--- src/rtl/i2ccfg_pkg.sv ---
package i2ccfg_pkg;
  localparam int BYTE_W = 8;
  localparam int BIT_CW = $clog2(BYTE_W);

  typedef enum logic [3:0] {
    ST_IDLE,
    ST_ADDR,
    ST_ADDR_ACK,
    ST_INDEX,
    ST_INDEX_ACK,
    ST_WDATA,
    ST_WDATA_ACK,
    ST_RDATA,
    ST_RDATA_ACK
  } bus_state_t;

  localparam logic [7:0] IDX_CTRL  = 8'h00;
  localparam logic [7:0] IDX_LOOP  = 8'h01;
  localparam logic [7:0] IDX_FBLO  = 8'h02;
  localparam logic [7:0] IDX_FBHI  = 8'h03;
  localparam logic [7:0] IDX_PHOFS = 8'h04;
  localparam logic [7:0] IDX_PHRES = 8'h05;
  localparam logic [7:0] IDX_OUTEN = 8'h06;
  localparam logic [7:0] IDX_OSC   = 8'h07;
  localparam logic [7:0] IDX_CMD   = 8'h08;
  localparam logic [7:0] IDX_VER   = 8'h10;
  localparam logic [7:0] IDX_REV   = 8'h11;
  localparam logic [7:0] IDX_STAT  = 8'h12;

  localparam logic [7:0] RST_CTRL  = 8'h41;
  localparam logic [7:0] RST_LOOP  = 8'h00;
  localparam logic [7:0] RST_FBLO  = 8'hFF;
  localparam logic [7:0] RST_PHOFS = 8'h80;
  localparam logic [7:0] RST_PHRES = 8'h03;
  localparam logic [7:0] RST_OUTEN = 8'h00;
  localparam logic [7:0] RST_OSC   = 8'h80;

  localparam logic [3:0] CMD_LOOP_NIB  = 4'h5;
  localparam logic [3:0] CMD_PHASE_NIB = 4'hA;
endpackage

--- src/rtl/line_sync.sv ---
module line_sync #(
  parameter int STAGES = 2,
  parameter int WIDTH = 1,
  parameter logic RST_VAL = 1'b0
) (
  input  logic             clk,
  input  logic             rst,
  input  logic [WIDTH-1:0] d,
  output logic [WIDTH-1:0] q
);
  logic [WIDTH-1:0] chain [STAGES];

  for (genvar s = 0; s < STAGES; s++) begin : g_stage
    always_ff @(posedge clk) begin
      if (rst) chain[s] <= {WIDTH{RST_VAL}};
      else if (s == 0) chain[s] <= d;
      else chain[s] <= chain[(s == 0) ? 0 : s - 1];
    end
  end

  assign q = chain[STAGES-1];
endmodule

--- src/rtl/i2c_bus_engine.sv ---
module i2c_bus_engine
  import i2ccfg_pkg::*;
#(
  parameter logic [5:0] ADDR_HI = 6'b010011,
  parameter int SYNC_STAGES = 2
) (
  input  logic              clk,
  input  logic              rst,
  input  logic              scl_i,
  input  logic              sda_i,
  input  logic              addr_sel,
  input  logic [BYTE_W-1:0] rd_data,
  output logic [BYTE_W-1:0] rd_idx,
  output logic              wr_en,
  output logic [BYTE_W-1:0] wr_idx,
  output logic [BYTE_W-1:0] wr_data,
  output logic              sda_oe
);
  logic scl_s, sda_s, scl_d, sda_d;
  logic scl_rise, scl_fall, start_det, stop_det;
  bus_state_t state;
  logic [BIT_CW-1:0] cnt;
  logic [BYTE_W-1:0] sh;
  logic [BYTE_W-1:0] ptr;
  logic got, rw;

  line_sync #(.STAGES(SYNC_STAGES), .WIDTH(2), .RST_VAL(1'b1)) u_bus_sync (
    .clk(clk), .rst(rst), .d({scl_i, sda_i}), .q({scl_s, sda_s})
  );

  always_ff @(posedge clk) begin
    if (rst) begin
      scl_d <= 1'b1;
      sda_d <= 1'b1;
    end else begin
      scl_d <= scl_s;
      sda_d <= sda_s;
    end
  end

  assign scl_rise  = scl_s & ~scl_d;
  assign scl_fall  = ~scl_s & scl_d;
  assign start_det = scl_s & scl_d & sda_d & ~sda_s;
  assign stop_det  = scl_s & scl_d & ~sda_d & sda_s;
  assign rd_idx    = ptr;

  always_ff @(posedge clk) begin
    if (rst) begin
      state   <= ST_IDLE;
      cnt     <= '0;
      sh      <= '0;
      ptr     <= '0;
      got     <= 1'b0;
      rw      <= 1'b0;
      sda_oe  <= 1'b0;
      wr_en   <= 1'b0;
      wr_idx  <= '0;
      wr_data <= '0;
    end else begin
      wr_en <= 1'b0;
      if (start_det) begin
        state  <= ST_ADDR;
        cnt    <= '0;
        got    <= 1'b0;
        sda_oe <= 1'b0;
      end else if (stop_det) begin
        state  <= ST_IDLE;
        got    <= 1'b0;
        sda_oe <= 1'b0;
      end else begin
        case (state)
          ST_ADDR, ST_INDEX, ST_WDATA: begin
            if (scl_rise) begin
              sh  <= {sh[BYTE_W-2:0], sda_s};
              cnt <= cnt + 1'b1;
              if (cnt == BIT_CW'(BYTE_W - 1)) got <= 1'b1;
            end else if (scl_fall && got) begin
              got <= 1'b0;
              cnt <= '0;
              if (state == ST_ADDR) begin
                if (sh[7:1] == {ADDR_HI, addr_sel}) begin
                  rw     <= sh[0];
                  sda_oe <= 1'b1;
                  state  <= ST_ADDR_ACK;
                end else begin
                  state <= ST_IDLE;
                end
              end else if (state == ST_INDEX) begin
                ptr    <= sh;
                sda_oe <= 1'b1;
                state  <= ST_INDEX_ACK;
              end else begin
                wr_en   <= 1'b1;
                wr_idx  <= ptr;
                wr_data <= sh;
                ptr     <= ptr + 1'b1;
                sda_oe  <= 1'b1;
                state   <= ST_WDATA_ACK;
              end
            end
          end
          ST_ADDR_ACK: begin
            if (scl_fall) begin
              cnt <= '0;
              if (rw) begin
                sh     <= rd_data;
                sda_oe <= ~rd_data[BYTE_W-1];
                ptr    <= ptr + 1'b1;
                state  <= ST_RDATA;
              end else begin
                sda_oe <= 1'b0;
                state  <= ST_INDEX;
              end
            end
          end
          ST_INDEX_ACK, ST_WDATA_ACK: begin
            if (scl_fall) begin
              sda_oe <= 1'b0;
              cnt    <= '0;
              state  <= ST_WDATA;
            end
          end
          ST_RDATA: begin
            if (scl_rise) begin
              cnt <= cnt + 1'b1;
              if (cnt == BIT_CW'(BYTE_W - 1)) got <= 1'b1;
            end else if (scl_fall) begin
              if (got) begin
                got    <= 1'b0;
                sda_oe <= 1'b0;
                state  <= ST_RDATA_ACK;
              end else begin
                sh     <= {sh[BYTE_W-2:0], 1'b0};
                sda_oe <= ~sh[BYTE_W-2];
              end
            end
          end
          ST_RDATA_ACK: begin
            if (scl_rise) begin
              if (sda_s) state <= ST_IDLE;
              else got <= 1'b1;
            end else if (scl_fall && got) begin
              got    <= 1'b0;
              cnt    <= '0;
              sh     <= rd_data;
              sda_oe <= ~rd_data[BYTE_W-1];
              ptr    <= ptr + 1'b1;
              state  <= ST_RDATA;
            end
          end
          default: state <= ST_IDLE;
        endcase
      end
    end
  end

  // SDA is released in every state that neither acknowledges nor returns data
  assert_sda_released_R11: assert property (@(posedge clk) disable iff (rst)
    (state == ST_IDLE || state == ST_ADDR || state == ST_INDEX ||
     state == ST_WDATA || state == ST_RDATA_ACK) |-> !sda_oe);

  // a store strobe lasts exactly one cycle per data byte
  assert_single_strobe_R2: assert property (@(posedge clk) disable iff (rst)
    wr_en |=> !wr_en);

  // a matching address is always followed by an acknowledge slot driving SDA low
  assert_addr_ack_R1: assert property (@(posedge clk) disable iff (rst)
    (state == ST_ADDR && $past(state) == ST_ADDR && got && scl_fall && !start_det && !stop_det &&
     sh[7:1] == {ADDR_HI, addr_sel}) |=> (sda_oe && state == ST_ADDR_ACK));
endmodule

--- src/rtl/cfg_regbank.sv ---
module cfg_regbank
  import i2ccfg_pkg::*;
#(
  parameter int FB_W = 12,
  parameter logic [7:0] VERSION_ID = 8'h18,
  parameter logic [7:0] REVISION_ID = 8'h01,
  parameter int SYNC_STAGES = 2
) (
  input  logic              clk,
  input  logic              rst,
  input  logic              wr_en,
  input  logic [BYTE_W-1:0] wr_idx,
  input  logic [BYTE_W-1:0] wr_data,
  input  logic [BYTE_W-1:0] rd_idx,
  output logic [BYTE_W-1:0] rd_data,
  input  logic              pll_lock_i,
  input  logic              phase_lock_i,
  output logic [7:0]        cfg_ctrl,
  output logic [7:0]        cfg_loop,
  output logic [FB_W-1:0]   cfg_fbdiv,
  output logic [7:0]        cfg_phase_ofs,
  output logic [7:0]        cfg_phase_res,
  output logic [7:0]        cfg_out_en,
  output logic [7:0]        cfg_osc_div
);
  localparam int FBHI_W = FB_W - BYTE_W;
  localparam int FBPAD_W = 2 * BYTE_W - FB_W;

  logic [7:0] stage_loop, stage_fblo, stage_phres;
  logic [FBHI_W-1:0] stage_fbhi;
  logic pll_s, phase_s;
  logic cmd_wr, loop_go, phase_go;

  line_sync #(.STAGES(SYNC_STAGES), .WIDTH(2), .RST_VAL(1'b0)) u_lock_sync (
    .clk(clk), .rst(rst), .d({pll_lock_i, phase_lock_i}), .q({pll_s, phase_s})
  );

  assign cmd_wr   = wr_en && (wr_idx == IDX_CMD);
  assign loop_go  = cmd_wr && (wr_data[7:4] == CMD_LOOP_NIB);
  assign phase_go = cmd_wr && (wr_data[3:0] == CMD_PHASE_NIB);

  always_ff @(posedge clk) begin
    if (rst) begin
      cfg_ctrl      <= RST_CTRL;
      stage_loop    <= RST_LOOP;
      stage_fblo    <= RST_FBLO;
      stage_fbhi    <= '1;
      cfg_phase_ofs <= RST_PHOFS;
      stage_phres   <= RST_PHRES;
      cfg_out_en    <= RST_OUTEN;
      cfg_osc_div   <= RST_OSC;
    end else if (wr_en) begin
      case (wr_idx)
        IDX_CTRL:  cfg_ctrl      <= wr_data;
        IDX_LOOP:  stage_loop    <= wr_data;
        IDX_FBLO:  stage_fblo    <= wr_data;
        IDX_FBHI:  stage_fbhi    <= wr_data[FBHI_W-1:0];
        IDX_PHOFS: cfg_phase_ofs <= wr_data;
        IDX_PHRES: stage_phres   <= wr_data;
        IDX_OUTEN: cfg_out_en    <= wr_data;
        IDX_OSC:   cfg_osc_div   <= wr_data;
        default: ;
      endcase
    end
  end

  always_ff @(posedge clk) begin
    if (rst) begin
      cfg_loop  <= RST_LOOP;
      cfg_fbdiv <= {{FBHI_W{1'b1}}, RST_FBLO};
    end else if (loop_go) begin
      cfg_loop  <= stage_loop;
      cfg_fbdiv <= {stage_fbhi, stage_fblo};
    end
  end

  always_ff @(posedge clk) begin
    if (rst) cfg_phase_res <= RST_PHRES;
    else if (phase_go) cfg_phase_res <= stage_phres;
  end

  always_comb begin
    case (rd_idx)
      IDX_CTRL:  rd_data = cfg_ctrl;
      IDX_LOOP:  rd_data = stage_loop;
      IDX_FBLO:  rd_data = stage_fblo;
      IDX_FBHI:  rd_data = {{FBPAD_W{1'b0}}, stage_fbhi};
      IDX_PHOFS: rd_data = cfg_phase_ofs;
      IDX_PHRES: rd_data = stage_phres;
      IDX_OUTEN: rd_data = cfg_out_en;
      IDX_OSC:   rd_data = cfg_osc_div;
      IDX_VER:   rd_data = VERSION_ID;
      IDX_REV:   rd_data = REVISION_ID;
      IDX_STAT:  rd_data = {6'b0, pll_s, phase_s};
      default:   rd_data = '0;
    endcase
  end

  // loop group commit copies the staged values
  assert_loop_commit_R7: assert property (@(posedge clk) disable iff (rst)
    (wr_en && wr_idx == IDX_CMD && wr_data[7:4] == CMD_LOOP_NIB) |=>
      (cfg_loop == $past(stage_loop) && cfg_fbdiv == {$past(stage_fbhi), $past(stage_fblo)}));

  // without a loop command the working loop group holds
  assert_loop_hold_R7: assert property (@(posedge clk) disable iff (rst)
    !(wr_en && wr_idx == IDX_CMD && wr_data[7:4] == CMD_LOOP_NIB) |=>
      ($stable(cfg_loop) && $stable(cfg_fbdiv)));

  // phase group commit and hold
  assert_phase_commit_R8: assert property (@(posedge clk) disable iff (rst)
    (wr_en && wr_idx == IDX_CMD && wr_data[3:0] == CMD_PHASE_NIB) |=>
      cfg_phase_res == $past(stage_phres));
  assert_phase_hold_R8: assert property (@(posedge clk) disable iff (rst)
    !(wr_en && wr_idx == IDX_CMD && wr_data[3:0] == CMD_PHASE_NIB) |=> $stable(cfg_phase_res));
endmodule

--- src/rtl/synth_cfg_i2c.sv ---
module synth_cfg_i2c
  import i2ccfg_pkg::*;
#(
  parameter logic [5:0] ADDR_HI = 6'b010011,
  parameter int FB_W = 12,
  parameter logic [7:0] VERSION_ID = 8'h18,
  parameter logic [7:0] REVISION_ID = 8'h01,
  parameter int SYNC_STAGES = 2
) (
  input  logic            clk,
  input  logic            rst,
  input  logic            scl_i,
  input  logic            sda_i,
  output logic            sda_oe,
  input  logic            addr_sel,
  input  logic            pll_lock,
  input  logic            phase_lock,
  output logic [7:0]      cfg_ctrl,
  output logic [7:0]      cfg_loop,
  output logic [FB_W-1:0] cfg_fbdiv,
  output logic [7:0]      cfg_phase_ofs,
  output logic [7:0]      cfg_phase_res,
  output logic [7:0]      cfg_out_en,
  output logic [7:0]      cfg_osc_div
);
  logic [BYTE_W-1:0] rd_data, rd_idx, wr_idx, wr_data;
  logic wr_en;

  i2c_bus_engine #(.ADDR_HI(ADDR_HI), .SYNC_STAGES(SYNC_STAGES)) u_engine (
    .clk(clk), .rst(rst), .scl_i(scl_i), .sda_i(sda_i), .addr_sel(addr_sel),
    .rd_data(rd_data), .rd_idx(rd_idx), .wr_en(wr_en), .wr_idx(wr_idx),
    .wr_data(wr_data), .sda_oe(sda_oe)
  );

  cfg_regbank #(.FB_W(FB_W), .VERSION_ID(VERSION_ID), .REVISION_ID(REVISION_ID),
                .SYNC_STAGES(SYNC_STAGES)) u_bank (
    .clk(clk), .rst(rst), .wr_en(wr_en), .wr_idx(wr_idx), .wr_data(wr_data),
    .rd_idx(rd_idx), .rd_data(rd_data), .pll_lock_i(pll_lock), .phase_lock_i(phase_lock),
    .cfg_ctrl(cfg_ctrl), .cfg_loop(cfg_loop), .cfg_fbdiv(cfg_fbdiv),
    .cfg_phase_ofs(cfg_phase_ofs), .cfg_phase_res(cfg_phase_res),
    .cfg_out_en(cfg_out_en), .cfg_osc_div(cfg_osc_div)
  );
endmodule

--- config.mk ---
export PLATFORM = sky130hd
export DESIGN_NAME = synth_cfg_i2c
export DESIGN_NICKNAME = d
export VERILOG_FILES = /design/src/rtl/i2ccfg_pkg.sv /design/src/rtl/line_sync.sv /design/src/rtl/i2c_bus_engine.sv /design/src/rtl/cfg_regbank.sv /design/src/rtl/synth_cfg_i2c.sv
export SDC_FILE = /design/constraint.sdc
export NUM_CORES = 1
export LEC_CHECK = 0
export ABC_CLOCK_PERIOD_IN_PS = 3500
export BUFFER_PORTS_ARGS = -buffer_cell sky130_fd_sc_hd__buf_2
export CAP_MARGIN = 5
export CORE_MARGIN = 8
export CORE_UTILIZATION = 55
export CTS_CLUSTER_SIZE = 10
export DETAILED_ROUTE_END_ITERATION = 12
export PLACE_DENSITY_LB_ADDON = 0.2
export SYNTH_ARGS = -nofsm -noshare
export SYNTH_HDL_FRONTEND = slang
export SYNTH_SLANG_ARGS = --single-unit
export TNS_END_PERCENT = 20
--- constraint.sdc ---
create_clock -name clk -period 3.5 [get_ports clk]
set_clock_uncertainty 0.05 [all_clocks]
set_input_delay 0.175 -clock clk [delete_from_list [all_inputs] [get_ports clk]]
set_output_delay 0.175 -clock clk [all_outputs]
set_load 0.02 [all_outputs]
==> metrics <==
drc violations=0; Hold Crit Class=in2reg; TritonCTS clock tree=built; Pre-antenna DRT Iters=5; Die X=125 um; CTS Buf Count=17; post-layout util=63.0%; Port Buffers=67; crit-path cells=nor2b_1 -> a22o_1 -> a221oi_2 -> and2_1 -> a311oi_2; Mapped Cells=724; H-Tree Depth=4; GP Congestion=0.906; Total GRT Usage=22.4%; clock root cell=clkbuf_16; WHS Endpoint=u_bank.cfg_loop[5]; share of layout cells above drive strength 1=17.1%; drt wl/cell=19.5 um; vias post-DR=5684; crit path DAT=3060 ps; maximum VDD drop=0.358 mV; CP max FO=24; Fin. Hold Viols=0; fmax=0.352 GHz; Die ar.=15700 um^2; Core ar.=11900 um^2; Synth Register Bits=141; Main synth FF type=dfxtp_1; syn_nets=737; number of synthesized flops with an enable pin=0; initial antenna violation count=0; worst reg2reg startpoint=u_engine.state[1]; Critical Path Max Stage Delay=820 ps; Final Power=0.00406 W; clock tree sinks=141; area leader, netlist=dfxtp_1; asr flop ratio synth=0%; grt total ovfl=0; top-count cell post-synth=dfxtp_1; Reg-to-Reg End=u_engine.sh[4]; Final period util=81.2%; TNS Setup=0 ps; family with the most delay on the worst path=compound AO/OA/AOI/OAI gates; I/O pin count=68; Slew Limit Fails=0; Worst EP required=3710 ps; Setup crit start=u_engine.state[1]; number of cell rows=40; hold path cells=2; share of the synthesized area in the top cell type=42.9%; number of global-route vias before repair=5335; Final Setup Violations=0; clk slew on worst S/H paths=60 ps; Max Cap Viol=0; pin count of the biggest net entering global routing=66; Seq/Total Area, Yosys=42.9%; Cells after DPL=887; post-synthesis cell type count=69; Iter 0 DRT Violations=513; ant diodes=0; R2R setup slack=660 ps; Area contributors post-synth=dfxtp_1 43%, mux2i_1 11%, nor2_1 5.2%, a21oi_1 3.3%, nand2_1 2.5%; WS Path Type=reg2reg; Pwr Density=543 nW/um^2; unrepaired setup endpoints after global routing=false; startpoint types=flip-flop; CP Buf/Inv Count=0; most frequent cells after synthesis=141 x dfxtp_1, 91 x nor2_1, 70 x mux2i_1, 44 x a21oi_1, 44 x nand2_1; Initial Util=55.5%; Slew @ Worst Pin=856 ps; DRT Wirelength=17900 um; die span in y=125 um; vias per cell=6.18; synthesized area=6590 um^2; Slew HR=42.9%; Area Growth Syn to Fin=13.4%; clock buffer depth=2; latest clock arrival within the worst-skew pair=420 ps; Final min period=2840 ps; Crit-path slowest cell=dfxtp_1; HPWL after DPL=12500 um; final cell count without fillers=920; hold wc startpoint=rst; setup bufs post-CTS=0; outcome=finished clean; fin nets=776; CP endpoint kind=flip-flop; first-pass GRT wire length=28700 um; LEAKAGE=3.12 nW; post-route ant nets=0; R2R cell count=5; Avg Inst Size Synth=9.10 um^2; Syn. warnings=0
-- timing repair --
action | 4_1_cts | 5_1_grt
hold buffers | 4 | 0
hold endpoints to repair | 4 | 0
resized for setup | 0 | 0
-- logic make-up after synthesis --
| kind of cell | count (synthesis) | share of synthesized area [%] |
|---|---|---|
| mux | 71 | 10.8 |
| fa+ha+maj | 6 | 1.14 |
| simple gates | 239 | 18.7 |
| compound gates | 188 | 21.0 |
| flops | 141 | 42.9 |
| xor+xnor | 2 | 0.266 |
| buf+inv | 77 | 5.21 |
-- worst max-delay path by stage --
stage | endpoint | slack [ps] | depth (start not counted)
3_3_place_gp | u_engine.sh[4] | 920 | 5
5_1_grt | u_engine.sh[4] | 470 | 5
2_1_floorplan | u_engine.sda_oe | 1550 | 8
6_report | u_engine.sh[4] | 660 | 5
3_5_place_dp | u_engine.sh[4] | 790 | 5
4_1_cts | u_engine.sh[4] | 780 | 5
-- layer usage --
layer	wire, um	track usage (%)	up-vias	part of all wire, %
met3	1240	6.16	34	6.9
met4	299	7.31	0	1.7
li1	-	-	2700	-
met1	7960	28.1	2731	44
met2	8430	36.5	219	47
met5	0	0	-	0
-- registers in the layout (all words and copies together) (netlist names), 3 cells and up --
name / flops
u_bank.stage_fblo: 8
u_engine.rd_idx: 8
u_bank.cfg_out_en: 8
u_engine.state: 4
u_bank.stage_fbhi: 4
u_bank.stage_loop: 8
u_bank.cfg_fbdiv: 12
u_engine.cnt: 3
u_bank.u_lock_sync.chain: 4
u_bank.cfg_ctrl: 8
u_bank.cfg_phase_ofs: 8
u_engine.wr_idx: 8
u_bank.cfg_osc_div: 8
u_engine.wr_data: 8
u_bank.stage_phres: 8
u_engine.u_bus_sync.chain: 4
u_bank.cfg_loop: 8
u_engine.sh: 8
u_bank.cfg_phase_res: 8
-- through the flow --
stage | area, um^2 | worst slack, ps | hold WS [ps]
floorplan | 6590 | 1550 | 229
global placement | 6900 | 922 | 316
detailed placement | 6900 | 785 | 319
CTS | 7470 | 781 | 220
global route | 7470 | 473 | 244
finish | 7470 | 659 | 220
-- cell usage in the layout (no fill, tap or decap), types with 4 or more instances in the layout --
cell type / n
a211o_1: 18
a211oi_1: 9
a211oi_2: 4
a21boi_0: 4
a21o_1: 5
a21oi_1: 44
a222oi_1: 6
a22o_1: 11
a22oi_1: 14
a311oi_2: 5
and3_1: 4
buf_2: 66
buf_4: 11
clkbuf_16: 17
clkinv_2: 5
dfxtp_1: 141
dlygate4sd3_1: 4
ha_1: 6
inv_1: 16
mux2i_1: 70
nand2_1: 44
nand2b_1: 4
nand3_1: 16
nand3b_1: 6
nand4_1: 4
nand4b_1: 4
nor2_1: 91
nor2b_1: 22
nor3_1: 6
nor3b_1: 5
o21ai_0: 29
o311ai_0: 6
o31ai_1: 5
or2_2: 8
-- area by class of cell --
class	count	area [um^2]
fillers	993	4390
multi-input cells	506	3420
flip-flops and latches	141	2820
clock buffers	21	460
repair buffers	81	453
well taps	147	184
clock inverters	8	70.1
inverters	16	60.1
-- power breakdown --
group | switching (W) | total, W | internal, W
registers | 0.000160 | 0.00183 | 0.00167
clock network | 0.000641 | 0.00164 | 0.000994
logic | 0.000352 | 0.000594 | 0.000242
Power figures use the tool's default switching activity.
